**src/rtl/pll_seq_pkg.sv**
```systemverilog
package pll_seq_pkg;

    typedef enum logic [3:0] {
        ST_OFF,
        ST_REL_RST,
        ST_SET_BW,
        ST_SET_MULT,
        ST_PWR_UP,
        ST_WAIT_LOCK,
        ST_RUN,
        ST_NO_LOCK,
        ST_PWR_DN,
        ST_HOLD_RST
    } seq_state_t;

    // reference-noise bandwidth codes
    localparam logic [1:0] BW_GOOD_REF      = 2'd0;
    localparam logic [1:0] BW_VERY_BAD_REF  = 2'd1;
    localparam logic [1:0] BW_BAD_REF       = 2'd2;
    localparam logic [1:0] BW_VERY_GOOD_REF = 2'd3;

endpackage

```
**src/rtl/pll_lock_timer.sv**
```systemverilog
module pll_lock_timer #(
    parameter int TIMEOUT_CYC = 1024
) (
    input  logic clk,
    input  logic rst_n,
    input  logic arm,
    output logic expired
);
    localparam int CNT_W = $clog2(TIMEOUT_CYC + 1);
    localparam logic [CNT_W-1:0] LAST = CNT_W'(TIMEOUT_CYC - 1);

    logic [CNT_W-1:0] cnt_q;

    assign expired = arm && (cnt_q == LAST);

    always_ff @(posedge clk or negedge rst_n) begin
        if (!rst_n) begin
            cnt_q <= '0;
        end else if (!arm) begin
            cnt_q <= '0;
        end else if (!expired) begin
            cnt_q <= cnt_q + 1'b1;
        end
    end
endmodule

```
**src/rtl/pll_seq_ctrl.sv**
```systemverilog
module pll_seq_ctrl
    import pll_seq_pkg::*;
#(
    parameter int MULT_W     = 3,
    parameter int PWRDN_POL  = 1,
    parameter int HAS_RESET  = 1,
    parameter int HAS_BWFILT = 1,
    parameter int HAS_LOCK   = 1
) (
    input  logic              clk,
    input  logic              rst_n,
    input  logic              enable_req,
    input  logic              disable_req,
    input  logic [MULT_W-1:0] mult_code_in,
    input  logic              lock_in,
    input  logic              timer_expired,
    output logic              timer_arm,
    output logic              soft_rst_n,
    output logic [1:0]        bw_sel,
    output logic [MULT_W-1:0] mult_code,
    output logic              pwrdn,
    output logic              locked,
    output logic              timeout_err
);
    localparam logic OFF_LVL = (PWRDN_POL != 0);
    localparam logic ON_LVL  = !OFF_LVL;
    localparam logic RST_INIT = (HAS_RESET == 0);
    localparam seq_state_t AFTER_RST  = (HAS_BWFILT != 0) ? ST_SET_BW : ST_SET_MULT;
    localparam seq_state_t FIRST_STEP = (HAS_RESET != 0) ? ST_REL_RST : AFTER_RST;
    localparam seq_state_t AFTER_PWR  = (HAS_LOCK != 0) ? ST_WAIT_LOCK : ST_RUN;
    localparam seq_state_t AFTER_PD   = (HAS_RESET != 0) ? ST_HOLD_RST : ST_OFF;

    seq_state_t        st_q, st_nxt;
    logic              pend_en_q, pend_dis_q;
    logic [MULT_W-1:0] req_code_q;
    logic              start, go_down, in_bringup, in_teardown;

    assign in_bringup  = (st_q == ST_REL_RST) || (st_q == ST_SET_BW) ||
                         (st_q == ST_SET_MULT) || (st_q == ST_PWR_UP);
    assign in_teardown = (st_q == ST_PWR_DN) || (st_q == ST_HOLD_RST);
    assign start       = (st_q == ST_OFF) && (enable_req || pend_en_q);
    assign go_down     = disable_req || pend_dis_q;
    assign timer_arm   = (st_q == ST_WAIT_LOCK);

    always_comb begin
        st_nxt = st_q;
        unique case (st_q)
            ST_OFF:       if (start) st_nxt = FIRST_STEP;
            ST_REL_RST:   st_nxt = AFTER_RST;
            ST_SET_BW:    st_nxt = ST_SET_MULT;
            ST_SET_MULT:  st_nxt = ST_PWR_UP;
            ST_PWR_UP:    st_nxt = AFTER_PWR;
            ST_WAIT_LOCK: begin
                if (go_down)            st_nxt = ST_PWR_DN;
                else if (lock_in)       st_nxt = ST_RUN;
                else if (timer_expired) st_nxt = ST_NO_LOCK;
            end
            ST_RUN,
            ST_NO_LOCK:   if (go_down) st_nxt = ST_PWR_DN;
            ST_PWR_DN:    st_nxt = AFTER_PD;
            ST_HOLD_RST:  st_nxt = ST_OFF;
            default:      st_nxt = ST_OFF;
        endcase
    end

    // state register and held requests
    always_ff @(posedge clk or negedge rst_n) begin
        if (!rst_n) begin
            st_q       <= ST_OFF;
            pend_en_q  <= 1'b0;
            pend_dis_q <= 1'b0;
        end else begin
            st_q <= st_nxt;
            if (st_q == ST_OFF)
                pend_en_q <= 1'b0;
            else if (enable_req && in_teardown)
                pend_en_q <= 1'b1;
            if ((st_q == ST_PWR_DN) || (st_q == ST_OFF))
                pend_dis_q <= 1'b0;
            else if (disable_req && in_bringup)
                pend_dis_q <= 1'b1;
        end
    end

    // actions taken in each state
    always_ff @(posedge clk or negedge rst_n) begin
        if (!rst_n) begin
            soft_rst_n  <= RST_INIT;
            bw_sel      <= BW_GOOD_REF;
            mult_code   <= '0;
            pwrdn       <= OFF_LVL;
            locked      <= 1'b0;
            timeout_err <= 1'b0;
            req_code_q  <= '0;
        end else begin
            if (enable_req && ((st_q == ST_OFF) || in_teardown))
                req_code_q <= mult_code_in;
            unique case (st_q)
                ST_OFF:       if (start) timeout_err <= 1'b0;
                ST_REL_RST:   soft_rst_n <= 1'b1;
                ST_SET_BW:    bw_sel <= BW_GOOD_REF;
                ST_SET_MULT:  mult_code <= req_code_q;
                ST_PWR_UP: begin
                    pwrdn <= ON_LVL;
                    if (HAS_LOCK == 0) locked <= 1'b1;
                end
                ST_WAIT_LOCK: begin
                    if (!go_down) begin
                        if (lock_in)            locked <= 1'b1;
                        else if (timer_expired) timeout_err <= 1'b1;
                    end
                end
                ST_RUN, ST_NO_LOCK: ;
                ST_PWR_DN: begin
                    pwrdn  <= OFF_LVL;
                    locked <= 1'b0;
                end
                ST_HOLD_RST:  soft_rst_n <= 1'b0;
                default: ;
            endcase
        end
    end
endmodule

```
**src/rtl/pll_bringup_seq.sv**
```systemverilog
module pll_bringup_seq #(
    parameter int MULT_W      = 3,
    parameter int MULT_BASE   = 16,
    parameter int TIMEOUT_CYC = 1024,
    parameter int PWRDN_POL   = 1,
    parameter int HAS_RESET   = 1,
    parameter int HAS_BWFILT  = 1,
    parameter int HAS_LOCK    = 1,
    parameter int FACT_W      = $clog2(MULT_BASE + (1 << MULT_W))
) (
    input  logic              clk,
    input  logic              rst_n,
    input  logic              enable_req,
    input  logic              disable_req,
    input  logic [MULT_W-1:0] mult_code_in,
    input  logic              pll_lock_in,
    output logic              pll_soft_rst_n,
    output logic [1:0]        pll_bw_sel,
    output logic [MULT_W-1:0] pll_mult_code,
    output logic              pll_pwrdn,
    output logic              enabled_o,
    output logic              locked_o,
    output logic              timeout_err_o,
    output logic [FACT_W-1:0] mult_factor_o
);
    localparam logic RUN_LVL = (PWRDN_POL == 0);

    logic timer_arm, timer_expired;

    pll_lock_timer #(.TIMEOUT_CYC(TIMEOUT_CYC)) u_timer (
        .clk     (clk),
        .rst_n   (rst_n),
        .arm     (timer_arm),
        .expired (timer_expired)
    );

    pll_seq_ctrl #(
        .MULT_W     (MULT_W),
        .PWRDN_POL  (PWRDN_POL),
        .HAS_RESET  (HAS_RESET),
        .HAS_BWFILT (HAS_BWFILT),
        .HAS_LOCK   (HAS_LOCK)
    ) u_ctrl (
        .clk           (clk),
        .rst_n         (rst_n),
        .enable_req    (enable_req),
        .disable_req   (disable_req),
        .mult_code_in  (mult_code_in),
        .lock_in       (pll_lock_in),
        .timer_expired (timer_expired),
        .timer_arm     (timer_arm),
        .soft_rst_n    (pll_soft_rst_n),
        .bw_sel        (pll_bw_sel),
        .mult_code     (pll_mult_code),
        .pwrdn         (pll_pwrdn),
        .locked        (locked_o),
        .timeout_err   (timeout_err_o)
    );

    assign enabled_o     = (pll_pwrdn == RUN_LVL);
    assign mult_factor_o = FACT_W'(pll_mult_code) + FACT_W'(MULT_BASE);
endmodule

```
**config.mk**
```make
export PLATFORM = sky130hd
export DESIGN_NAME = pll_bringup_seq
export DESIGN_NICKNAME = d
export VERILOG_FILES = /design/src/rtl/pll_seq_pkg.sv /design/src/rtl/pll_lock_timer.sv /design/src/rtl/pll_seq_ctrl.sv /design/src/rtl/pll_bringup_seq.sv
export SDC_FILE = /design/constraint.sdc
export NUM_CORES = 1
export LEC_CHECK = 0
export ABC_CLOCK_PERIOD_IN_PS = 1700
export BUFFER_PORTS_ARGS = -buffer_cell sky130_fd_sc_hd__buf_2
export CORE_UTILIZATION = 29
export DETAILED_ROUTE_END_ITERATION = 16
export MAX_ROUTING_LAYER = met4
export PLACE_DENSITY_LB_ADDON = 0.3
export SYNTH_ARGS = -nofsm -noshare
export SYNTH_HDL_FRONTEND = slang
export SYNTH_SLANG_ARGS = --single-unit
```
**constraint.sdc**
```tcl
create_clock -name clk -period 1.7 [get_ports clk]
set_input_delay 0.34 -clock clk [delete_from_list [all_inputs] [get_ports clk]]
set_output_delay 0.34 -clock clk [all_outputs]
set_load 0.005 [all_outputs]
```
==> flow_metrics.tcl <==
set metrics [dict create \
    synth_compound_area_frac 0.1485 \
    violations "DRC" \
    core_area_um2 4474 \
    final-hold-violation-count 0 \
    vias_per_cell 5.077 \
    wl_per_cell_um 12.93 \
    cts_max_level 1 \
    p_leak_nw 0.6609 \
    cts_tree "done" \
    ios 23 \
    cts.clk_slew.worst_paths_ns 0.10 \
    antennaDiodeCount 0 \
    ys_seq_area_frac 0.4869 \
    busiest_layer "met2" \
    area_delta_synth_final_pct 11.79 \
    final_cells 207 \
    yosysWarningCount 0 \
    cp_slowest_cell "or3b_2" \
    rsz0062_at_grt "no" \
    drt-total-wl_um 2677 \
    grt_first_pass_wirelength_um 4726 \
    peakVddDrop_mv 0.7494 \
    p_per_area_nw_per_um2 1365 \
    end_kind "register" \
    antenna_left 0 \
    clock.fmax_ghz 0.6464 \
    crit_start "u_ctrl.st_q[3]" \
    slowest_delay_ns 0.61 \
    fin_crit_sh 0.9100 \
    die-area_um2 5074 \
    post-cts-setup-buffers 0 \
    layout_commonest_cell "dfrtp_1" \
    drv_cap 0 \
    grt_max_degree 28 \
    io_buffers 18 \
    placementRows 24 \
    netlist_instances 139 \
    drt_iter0_drc 61 \
    path_cells "inv_1 > nand2_1 > or3b_2 > nor3_1" \
    worst_pin_slew_ns 0.5915 \
    use_met2 0.1915 \
    cts_hold_buf 0 \
    skew_ns 0.005555 \
    muxShareOfSynthArea 0.06391 \
    power_mw 2.122 \
    setup_viol 0 \
    grt_overflow 0 \
    final-max-slew-violation-count 0 \
    min_period_ns 1.547 \
    yosys.area_share.simple 0.1683 \
    crit_path_start_kind "register" \
    dr.pass1.iters 10 \
    worst_skew_pair.late_latency_ns 0.27 \
    die_h_um 71.24 \
    synth_ff_type "dfrtp_1" \
    netlist_area_um2 1390 \
    cts_resized 0 \
    grtUsageMet3 0.01828 \
    hold_path_class "input port to asynchronous set/reset pin" \
    relSlewSlack 0.6056 \
    syn_area_per_cell_um2 10.00 \
    numClockSinks 27 \
    synth-xor-area-share 0.03780 \
    die_w_um 71.24 \
    gr-usage-met1 0.1532 \
    antenna_found_initial 0 \
    synth_top_family_by_area "simple AND/OR/NAND/NOR gates" \
    path_max_fanout 10 \
    nets 165 \
    place_inst 203 \
    path_class "register to register" \
    cp.required_ns 1.89 \
    holdWs_ns 0.06215 \
    numCtsBuffers 3 \
    drc 2 \
    cts_root_buffer "clkbuf_8" \
    critPathArrivalTime_ns 1.73 \
    grt_usage 0.1175 \
    final_cell_mix "dfrtp_1, buf_2, nor2_1" \
    ys_types 38 \
    outcome "complete, but fails checks" \
    synthArstFlopShare 1.000 \
    yosys_register_bits 27 \
    vias 1051 \
    dp_hpwl_um 1965 \
    grt_pass1_vias 1069 \
    clk_path_buf_depth 2 \
    critPathBufInv 1 \
    critPathTopFamily "simple AND/OR/NAND/NOR gates" \
    synth_edf_count 0 \
    synth_fa_ha_area_frac 0.009001 \
    fin_setup_tns_ns 0 \
    initial_utilization 0.3107 \
    drive_gt1_frac 0.2710 \
    routabilityCongestion 0.8260 \
    rr_startpoint "u_ctrl.st_q[3]" \
]
-- state kept, by name, indices dropped and copies added, names as in the netlist --
signal              count
u_ctrl.pend_dis_q       1
u_ctrl.timeout_err      1
u_ctrl.pwrdn            1
u_ctrl.req_code_q       3
u_ctrl.mult_code        3
u_ctrl.locked           1
u_ctrl.soft_rst_n       1
u_ctrl.pend_en_q        1
u_ctrl.st_q             4
u_timer.cnt_q          11
-- per-layer routing --
metal	up-vias	wire length, µm
met5	-	0
met4	0	12
met3	2	83
met2	21	1245
met1	518	1335
li1	510	-
-- cells by family after synthesis --
logic type,count (synthesis)
adder cells (fa/ha/maj),1
XOR/XNOR,6
flip-flops,27
buffers and inverters,19
AND/OR/NAND/NOR,46
other,2
AO/OA/AOI/OAI,30
multiplexers,8
-- synthesized netlist by cell type, types with 2 or more instances --
| cell | number | area [µm²] |
|---|---|---|
| a31oi_1 | 5 | 31.28 |
| mux2_2 | 7 | 78.83 |
| buf_4 | 7 | 52.55 |
| xnor2_1 | 6 | 52.55 |
| buf_2 | 4 | 20.02 |
| nor2_1 | 14 | 52.55 |
| nand3_1 | 4 | 20.02 |
| a21oi_1 | 10 | 50.05 |
| and2_1 | 2 | 12.51 |
| nand2_1 | 12 | 45.04 |
| inv_1 | 5 | 18.77 |
| o21ai_0 | 7 | 35.03 |
| nor3_1 | 4 | 20.02 |
| dfrtp_1 | 26 | 650.6 |
| a211oi_1 | 2 | 15.01 |
| conb_1 | 2 | 7.510 |
-- per-stage QoR --
step	instance area, µm²	worst slack (ns)	utilization
global route	1554	0.005602	0.3473
floorplan	1398	0.1417	-
CTS	1554	0.1366	0.3473
global placement	1505	0.1868	0.3364
finish	1554	0.1530	0.3473
detailed placement	1505	0.1805	0.3364
-- layout make-up --
type,count,area [µm²]
well taps,52,65.06
flip-flops and latches,27,676.9
clock buffers,3,41.29
repair buffers,24,135.1
fillers,459,2920
clock inverters,1,7.507
inverters,5,18.77
multi-input cells,95,609.3
-- power breakdown --
part | internal [mW] | switching [mW]
Sequential | 0.822 | 0.160
Combinational | 0.379 | 0.384
Clock | 0.166 | 0.210
-- path summary, 6_finish.rpt --
path	end	slack, ns	depth (start not counted)
setup / recovery	u_timer.cnt_q[6]	0.15	4
hold / removal	u_ctrl.st_q[1]	0.06	1
setup reg to reg	u_timer.cnt_q[6]	0.15	4
hold reg to reg	u_ctrl.soft_rst_n	0.49	2
max in group asynchronous	u_ctrl.mult_code[2]	1.25	1
min in group clk	u_ctrl.req_code_q[1]	0.29	2
No activity file was read; power rests on OpenSTA's default activity.
